$ cat src/rtl/msbj_pkg.sv
package msbj_pkg;
  localparam int unsigned WORD_W = 32;
  localparam int unsigned CNT_W  = $clog2(WORD_W);

  typedef enum logic [1:0] {
    DL_16  = 2'b00,
    DL_24  = 2'b01,
    DL_32  = 2'b10,
    DL_RSV = 2'b11
  } dlen_e;

  typedef struct packed {
    dlen_e dlen;
    logic  slot32;
    logic  idle_hi;
  } cfg_t;

  // number of meaningful sample bits for a width code
  function automatic logic [CNT_W:0] data_bits(dlen_e d);
    case (d)
      DL_24:   return (CNT_W+1)'(24);
      DL_32:   return (CNT_W+1)'(WORD_W);
      default: return (CNT_W+1)'(16);
    endcase
  endfunction
endpackage

$ cat src/rtl/msbj_tick_gen.sv
module msbj_tick_gen #(
  parameter int unsigned HALF_DIV = 4
) (
  input  logic clk,
  input  logic rst,
  input  logic run,
  output logic rise_o,
  output logic fall_o
);
  localparam int unsigned DW = (HALF_DIV > 1) ? $clog2(HALF_DIV) : 1;
  localparam logic [DW-1:0] LAST = DW'(HALF_DIV - 1);

  logic [DW-1:0] cnt;
  logic          high;
  logic          wrap;

  assign wrap   = run && (cnt == LAST);
  assign rise_o = wrap && !high;
  assign fall_o = wrap && high;

  always_ff @(posedge clk) begin
    if (rst || !run) begin
      cnt  <= '0;
      high <= 1'b0;
    end else if (cnt == LAST) begin
      cnt  <= '0;
      high <= ~high;
    end else begin
      cnt <= cnt + 1'b1;
    end
  end
endmodule

$ cat src/rtl/msbj_pair_buf.sv
module msbj_pair_buf #(
  parameter int unsigned W = 32
) (
  input  logic         clk,
  input  logic         rst,
  input  logic         in_valid,
  output logic         in_ready,
  input  logic [W-1:0] in_l,
  input  logic [W-1:0] in_r,
  input  logic         pop,
  output logic         full_o,
  output logic [W-1:0] out_l,
  output logic [W-1:0] out_r
);
  logic full;
  logic take;

  assign take     = in_valid && !full;
  assign in_ready = !full;
  assign full_o   = full;

  always_ff @(posedge clk) begin
    if (rst)       full <= 1'b0;
    else if (pop)  full <= 1'b0;
    else if (take) full <= 1'b1;
  end

  always_ff @(posedge clk) begin
    if (take) begin
      out_l <= in_l;
      out_r <= in_r;
    end
  end
endmodule

$ cat src/rtl/msbj_align.sv
module msbj_align
  import msbj_pkg::*;
(
  input  logic [WORD_W-1:0] sample_i,
  input  dlen_e             dlen_i,
  output logic [WORD_W-1:0] word_o
);
  logic [CNT_W:0] pad;

  // move the sample MSB to the top bit; vacated low bits become zero
  always_comb begin
    pad    = (CNT_W+1)'(WORD_W) - data_bits(dlen_i);
    word_o = sample_i << pad;
  end
endmodule

$ cat src/rtl/msbj_audio_tx.sv
module msbj_audio_tx
  import msbj_pkg::*;
#(
  parameter int unsigned HALF_DIV = 4
) (
  input  logic              clk,
  input  logic              rst,
  input  logic              enable,
  input  logic [1:0]        cfg_dlen,
  input  logic              cfg_slot32,
  input  logic              cfg_idle_hi,
  input  logic              s_valid,
  output logic              s_ready,
  input  logic [WORD_W-1:0] s_left,
  input  logic [WORD_W-1:0] s_right,
  output logic              sck,
  output logic              ws,
  output logic              sd,
  output logic              underrun
);
  localparam logic [CNT_W-1:0] LAST32 = CNT_W'(WORD_W - 1);
  localparam logic [CNT_W-1:0] LAST16 = CNT_W'(WORD_W / 2 - 1);

  cfg_t              cfg_q;
  logic              run;
  logic              in_right;
  logic [CNT_W-1:0]  bit_idx;
  logic [CNT_W-1:0]  slot_last;
  logic [WORD_W-1:0] shreg;
  logic [WORD_W-1:0] right_hold;
  logic              rise, fall;
  logic              buf_full;
  logic [WORD_W-1:0] buf_l, buf_r;
  logic [WORD_W-1:0] al_l, al_r;
  logic              frame_start;

  msbj_tick_gen #(.HALF_DIV(HALF_DIV)) u_tick (
    .clk(clk), .rst(rst), .run(run), .rise_o(rise), .fall_o(fall)
  );

  msbj_pair_buf #(.W(WORD_W)) u_buf (
    .clk(clk), .rst(rst), .in_valid(s_valid), .in_ready(s_ready),
    .in_l(s_left), .in_r(s_right), .pop(frame_start && buf_full),
    .full_o(buf_full), .out_l(buf_l), .out_r(buf_r)
  );

  msbj_align u_al_l (.sample_i(buf_l), .dlen_i(cfg_q.dlen), .word_o(al_l));
  msbj_align u_al_r (.sample_i(buf_r), .dlen_i(cfg_q.dlen), .word_o(al_r));

  assign slot_last   = cfg_q.slot32 ? LAST32 : LAST16;
  assign frame_start = enable &&
                       (!run || (fall && in_right && (bit_idx == slot_last)));

  always_ff @(posedge clk) begin
    if (rst) begin
      run        <= 1'b0;
      cfg_q      <= '{dlen: DL_16, slot32: 1'b0, idle_hi: 1'b0};
      sck        <= 1'b0;
      ws         <= 1'b0;
      sd         <= 1'b0;
      underrun   <= 1'b0;
      in_right   <= 1'b0;
      bit_idx    <= '0;
      shreg      <= '0;
      right_hold <= '0;
    end else if (!enable) begin
      // settings are captured only here
      run           <= 1'b0;
      cfg_q.dlen    <= dlen_e'(cfg_dlen);
      cfg_q.slot32  <= cfg_slot32 | (cfg_dlen == 2'b10);
      cfg_q.idle_hi <= cfg_idle_hi;
      sck           <= cfg_idle_hi;
      ws            <= 1'b0;
      sd            <= 1'b0;
      underrun      <= 1'b0;
      in_right      <= 1'b0;
      bit_idx       <= '0;
    end else begin
      run <= 1'b1;
      if (rise) sck <= ~cfg_q.idle_hi;
      if (fall) sck <= cfg_q.idle_hi;
      if (frame_start) begin
        bit_idx    <= '0;
        in_right   <= 1'b0;
        ws         <= 1'b1;
        sd         <= buf_full ? al_l[WORD_W-1] : 1'b0;
        shreg      <= buf_full ? (al_l << 1) : '0;
        right_hold <= buf_full ? al_r : '0;
        if (!buf_full) underrun <= 1'b1;
      end else if (fall) begin
        if (bit_idx == slot_last) begin
          bit_idx  <= '0;
          in_right <= 1'b1;
          ws       <= 1'b0;
          sd       <= right_hold[WORD_W-1];
          shreg    <= right_hold << 1;
        end else begin
          bit_idx <= bit_idx + 1'b1;
          sd      <= shreg[WORD_W-1];
          shreg   <= shreg << 1;
        end
      end
    end
  end
endmodule

$ cat config.mk
export PLATFORM = sky130hd
export DESIGN_NAME = msbj_audio_tx
export DESIGN_NICKNAME = d
export VERILOG_FILES = /design/src/rtl/msbj_pkg.sv /design/src/rtl/msbj_tick_gen.sv /design/src/rtl/msbj_pair_buf.sv /design/src/rtl/msbj_align.sv /design/src/rtl/msbj_audio_tx.sv
export SDC_FILE = /design/constraint.sdc
export NUM_CORES = 1
export LEC_CHECK = 0
export ABC_AREA = 1
export ABC_CLOCK_PERIOD_IN_PS = 3200
export BUFFER_PORTS_ARGS = -buffer_cell sky130_fd_sc_hd__buf_2
export CAP_MARGIN = 20
export CORE_MARGIN = 2
export CORE_UTILIZATION = 35
export CTS_CLUSTER_SIZE = 16
export DETAILED_ROUTE_END_ITERATION = 16
export GPL_ROUTABILITY_DRIVEN = 1
export PLACE_DENSITY_LB_ADDON = 0.15
export REMOVE_ABC_BUFFERS = 1
export SYNTH_ARGS = -nofsm -noshare
export SYNTH_HDL_FRONTEND = slang
export SYNTH_SLANG_ARGS = --single-unit
$ cat constraint.sdc
create_clock -name clk -period 3.2 [get_ports clk]
set_input_delay 0 -clock clk [delete_from_list [all_inputs] [get_ports clk]]
set_output_delay 0 -clock clk [all_outputs]
set_load 0.005 [all_outputs]
[Word level (Yosys, flattened, before mapping)]
Cells that the tools add are included.
Operators by class
  shift-type cells: 2
  $add $sub $neg: 3
  bitwise gates (word level): 5
  muxes and demuxes: 19
  reductions and logical operators: 24
  equal/unequal tests: 6
Operators by type and width (count)
  two-way mux 32 bit: 5
  << shifter 32 x 6 -> 32 bit: 2
  one-hot mux 6 bit (2 select lines): 1
  two-way mux 1 bit: 11
  two-way mux 5 bit: 2
  AND reduction 2 bit: 5
  logical AND 1 bit: 8
  == test 2 bit, second input constant: 3
  OR reduction 2 bit: 3
  subtractor 6 bit, first input constant: 1
  adder 5 x 1 -> 5 bit, second input constant: 1
  == test 5 bit: 1
  inverter 1 bit: 4
  nonzero test 2 bit: 2
  logical NOT 1 bit: 3
  != test 3 x 1 -> 1 bit, second input constant: 1
  OR reduction 3 bit: 1
  adder 2 x 1 -> 2 bit, second input constant: 1
  == test 2 x 1 -> 1 bit, second input constant: 1
  logical OR 1 bit: 2
  bitwise OR 1 bit: 1
Word-level totals
  register bits after elaboration: 147
  input port bits: 72
  logic and storage cells: 76

[Logic depth before layout (Yosys ltp)]
  word-level depth: 9
  gate-level depth with buffers: 12
  mapped depth without buffers: 11

[Modules after synthesis]
Synthesis repeated with hierarchy kept, for this count alone.
Second synthesis, totals
  cells, all modules: 1112
  area, all modules: 8005.2 µm²
Modules (own cells, without submodules)
  msbj_audio_tx: times used 1, area an instance 4326.6 µm², seq. area each 1561.5 µm², cells an instance 672
  msbj_pair_buf: times used 1, area an instance 1971.9 µm², seq. area each 1941.9 µm², cells an instance 73
  msbj_align: times used 2, area an instance 785.8 µm², seq. area each 0.0 µm², cells an instance 175
  msbj_tick_gen: times used 1, area an instance 135.1 µm², seq. area each 60.1 µm², cells an instance 17

[Worst setup path before layout]
Ideal clock, no wire load.
  kind: register to register
  start point: register u_buf.full (netlist: u_buf.full_o)
  end point: register u_buf.out_l[0], enable pin
  stages on the path, launching flop included: 2
  setup slack: -0.300 ns
  arrival: 3.012 ns
  required time: 2.712 ns
  path buffers: 0
  setup time: 0.488 ns
  cells stage by stage: dfxtp_1 > nor2_1
Between the ends
  word-level cells in the longest chain between the ends: 2
Ends and longest elaborated chain
  start, declared: line msbj_pair_buf.sv:15  | logic full;
  start signal, assigned: line msbj_pair_buf.sv:23  | if (rst) full <= 1'b0;
  start signal, assigned: line msbj_pair_buf.sv:24  | else if (pop) full <= 1'b0;
  start signal, assigned: line msbj_pair_buf.sv:25  | else if (take) full <= 1'b1;
  logical NOT 1 bit: line msbj_pair_buf.sv:18  | assign take = in_valid && !full;
  logical AND 1 bit: line msbj_pair_buf.sv:18
  named net u_buf.take: line msbj_pair_buf.sv:16  | logic take;
  end signal, assigned: line msbj_pair_buf.sv:30  | out_l <= in_l;
  end, declared: line msbj_pair_buf.sv:12  | output logic [W-1:0] out_l,
The timed path passes the listed nets, and every way through them passes these cells.
A chain may end at the register's enable or synchronous reset.

[Worst setup path in the final report]
  start point: register cfg_q[3] (netlist name)
  end point: register shreg[20]
Between the ends
  word-level cells in the longest chain between the ends: 6
  elaborated cells between the ends (all ways): 7
Ends and longest elaborated chain
  start, declared: line msbj_audio_tx.sv:24  | cfg_t cfg_q;
  start signal, assigned: line msbj_audio_tx.sv:57  | cfg_q <= '{dlen: DL_16, slot32: 1'b0, idle_hi: 1'b0};
  == test 2 bit / == test 2 x 1 -> 1 bit (equally long branches): line msbj_pkg.sv:20  | case (d)
  one-hot mux 6 bit (2 select lines) *: line msbj_pkg.sv:20
  subtractor 6 bit *: line msbj_align.sv:12  | pad = (CNT_W+1)'(WORD_W) - data_bits(dlen_i);
  << shifter 32 x 6 -> 32 bit *: line msbj_align.sv:13  | word_o = sample_i << pad;
  two-way mux 32 bit *: line msbj_audio_tx.sv:87  | shreg <= buf_full ? (al_l << 1) : '0;
  two-way mux 32 bit *: line msbj_audio_tx.sv:82  | if (frame_start) begin
  end signal, assigned: line msbj_audio_tx.sv:87
  end signal, assigned: line msbj_audio_tx.sv:96  | shreg <= right_hold << 1;
  end signal, assigned: line msbj_audio_tx.sv:100  | shreg <= shreg << 1;
  end, declared: line msbj_audio_tx.sv:29  | logic [WORD_W-1:0] shreg;
Mark *: on every way between the ends. The rest lies on a longest branch, timed or not.

==> flow_summary.ini <==
[clock_network]
clock_sinks = 146
tritoncts = done
clock_path_buffers = 2
cts-root-buf = clkbuf_16
clk_latency_ps = 420
clk_pin_slew_ps = 60
htreeDepth = 4
numCtsBuffers = 17

[die]
design.die.area_um2 = 21540
initial_core_util = 0.3549
coreArea_um2 = 20100
io_pins = 77
std_cell_rows = 52
die_y_um = 146.8
die_x_um = 146.8

[power_and_ir_drop]
pwr-share-seq = 0.439
p_int_mw = 3.520
ir_drop_mv = 0.3323
switching_share = 0.2616
pwr-share-clk = 0.422
combPwrFrac = 0.139
power_density_nw_per_um2 = 527.2
p_leak_nw = 3.885
power_switching_mw = 1.247

[worst_setup_path]
reg2reg_slack_ps = 1050
cp.required_ps = 3560
cp-endpoint = shreg[20]
cpPeakStageDelay_ps = 640
cp-start-kind = flip-flop
cp_slowest_cell = inv_2
cpMostUsedCell = nand2_1
r2r_end = shreg[20]
path_cells = inv_1 > ha_2 > inv_2 > nand2_1 > nand2_1 > nand2_1 > nor2_1 > nand3_1 > nand2_1 > nor2_1 > nor2_1
worstSetupPathType = reg2reg
arrival_ps = 2500
r2r-start = cfg_q[3]
cp-end-kind = flip-flop
worstRegToRegCells = 11
cp_max_fo = 44
crit_start = cfg_q[3]

[drt]
wirelength_um = 18710
first_iter_violations = 424
drcViolationCount = 0
drtAntennaViolNets = 0
wl_per_cell_um = 13.59
vias = 6351
first_pass_iters = 5
via_per_inst = 4.612

[final_layout]
drive_gt1_frac = 0.1210
mostFrequentLayoutCell = nand2_1
nFillCells = 2029
finalNonFillerCells = 1377
syn2layout_area_growth_pct = 26.73
nets = 1170
diodes = 0
mostFrequentLayoutCells = nand2_1 (336), nor2_1 (136), dfxtp_1 (82)
final_util = 0.4497

[yosys]
synth-edff-count = 64
synth_seq_cells = 146
async_reset_ff_frac = 0
postSynthCellCount = 969
netlist_area_um2 = 7134
seq_area_frac_synth = 0.4995
synth.avg_cell_area_um2 = 7.363
ys_warn_count = 0
yosys_most_used_dff = dfxtp_1
ys_types = 35

[timing]
worstMarginPinSlew_ps = 855.7
fin_crit_ps = 2145
rsz0062_at_grt = false
hold_viol_final = 0
drv_slew = 0
fmaxAchievable_mhz = 466.1
post-route-period-util = 0.6704
finClkSkew_ps = 10.98
setup_viol = 0
max_slew_margin = 0.4287

[global_routing]
antenna_found_initial = 0
grt_pass1_vias = 6101
track_usage = 0.1813
grt_pass1_wl_um = 31070
grt_max_degree = 64
gr-total-overflow = 0

[placement]
dpl.hpwl_um = 11380
io_buffers = 76
numPlacedInstances = 1275
gp_congestion = 0.7662

[worst_hold_path]
hp-class = in2reg

[run]
cap_violations = 0

[status]
outcome = finished, final reports clean
[Yosys cell counts (3+ instances only)]
| cell | instances | area, µm² |
|---|---|---|
| a21oi_1 | 41 | 205.2 |
| and2_1 | 7 | 43.79 |
| buf_2 | 35 | 175.2 |
| buf_4 | 4 | 30.03 |
| clkbuf_1 | 13 | 48.80 |
| clkinv_1 | 4 | 15.01 |
| dfxtp_1 | 82 | 1642 |
| edfxtp_1 | 64 | 1922 |
| ha_1 | 4 | 50.05 |
| inv_1 | 71 | 266.5 |
| mux2i_1 | 8 | 80.08 |
| nand2_1 | 336 | 1261 |
| nand3_1 | 61 | 305.3 |
| nor2_1 | 137 | 514.2 |
| nor2_2 | 3 | 18.77 |
| nor3_1 | 8 | 40.04 |
| o21ai_0 | 60 | 300.3 |
| o22ai_1 | 8 | 50.05 |
[timing repair]
item / in CTS / in global routing
hold buffers: 70 / 0
resized for setup: 0 / 0
hold endpoints to repair: 69 / 0
buffers inserted: 0 / 0
[per-layer routing]
layer / up-vias / share of wire / global-route usage
met5: - / 0 / 0
met1: 2876 / 0.48 / 0.2431
li1: 3328 / - / -
met3: 14 / 0.038 / 0.02919
met2: 133 / 0.47 / 0.3038
met4: 0 / 0.011 / 0.05194
[critical path, delay by kind of cell, from the launching register on]
kind	cells	cell delay [ps]
and+or+nand+nor	8	800
DFF	1	340
buffers and inverters	2	700
adders and majority gates	1	220
[kinds of logic after synthesis]
kind of cell               synth area share
and+or+nand+nor                      0.3120
DFF                                  0.4995
buffers and inverters               0.07945
AOI/OAI and AO/OA                   0.08594
muxes                               0.01122
xor gates and xnor gates           0.004911
adders and majority gates          0.007015
[power by group through the flow]
stage	sequential [mW]	clock (mW)	combinational (mW)
floorplan	2.13	0	0.378
global placement	2.13	0	0.599
detailed placement	2.13	0	0.602
CTS	2.09	2.05	0.668
global route	2.10	2.13	0.757
finish	2.09	2.01	0.662
[metrics by stage]
step | total power [mW] | setup slack [ps] | TNS, ps | hold slack, ps | instance area (µm²)
after floorplan | 2.505 | -300.3 | -19220 | 69.07 | 6857
after global placement | 2.733 | 1025 | 0 | 176.3 | 7737
after detailed placement | 2.736 | 1029 | 0 | 178.1 | 7737
after CTS | 4.815 | 998.4 | 0 | 103.8 | 9041
after global routing | 4.993 | 772.8 | 0 | 157.5 | 9041
final | 4.767 | 1055 | 0 | 100.2 | 9041
[registers in the layout, summed over array words and instances, names as in the netlist, 2 cells and up]
| signal | cells |
|---|---|
| cfg_q | 4 |
| shreg | 31 |
| bit_idx | 5 |
| u_buf.out_l | 32 |
| u_tick.cnt | 2 |
| u_buf.out_r | 32 |
| right_hold | 32 |
[worst min path at each step]
stage | from | end | slack (ps) | cells past startpoint
floorplan | rst | cfg_q[1] | 70 | 1
global placement | s_right[25] | u_buf.out_r[25] | 180 | 1
detailed placement | s_right[4] | u_buf.out_r[4] | 180 | 1
CTS | rst | cfg_q[0] | 100 | 3
global route | rst | right_hold[1] | 160 | 3
finish | rst | cfg_q[0] | 100 | 3
[area by class of cell]
cell class	count	area, µm²	area share
tap	270	337.8	0.03737
clock buffer	22	506.7	0.05605
inverter	77	289.0	0.03197
clock inverter	10	96.34	0.01066
sequential	146	3563	0.3941
timing repair buffer	162	1226	0.1356
multi-input combinational	690	3022	0.3342
No activity file was read; power rests on OpenSTA's default activity.
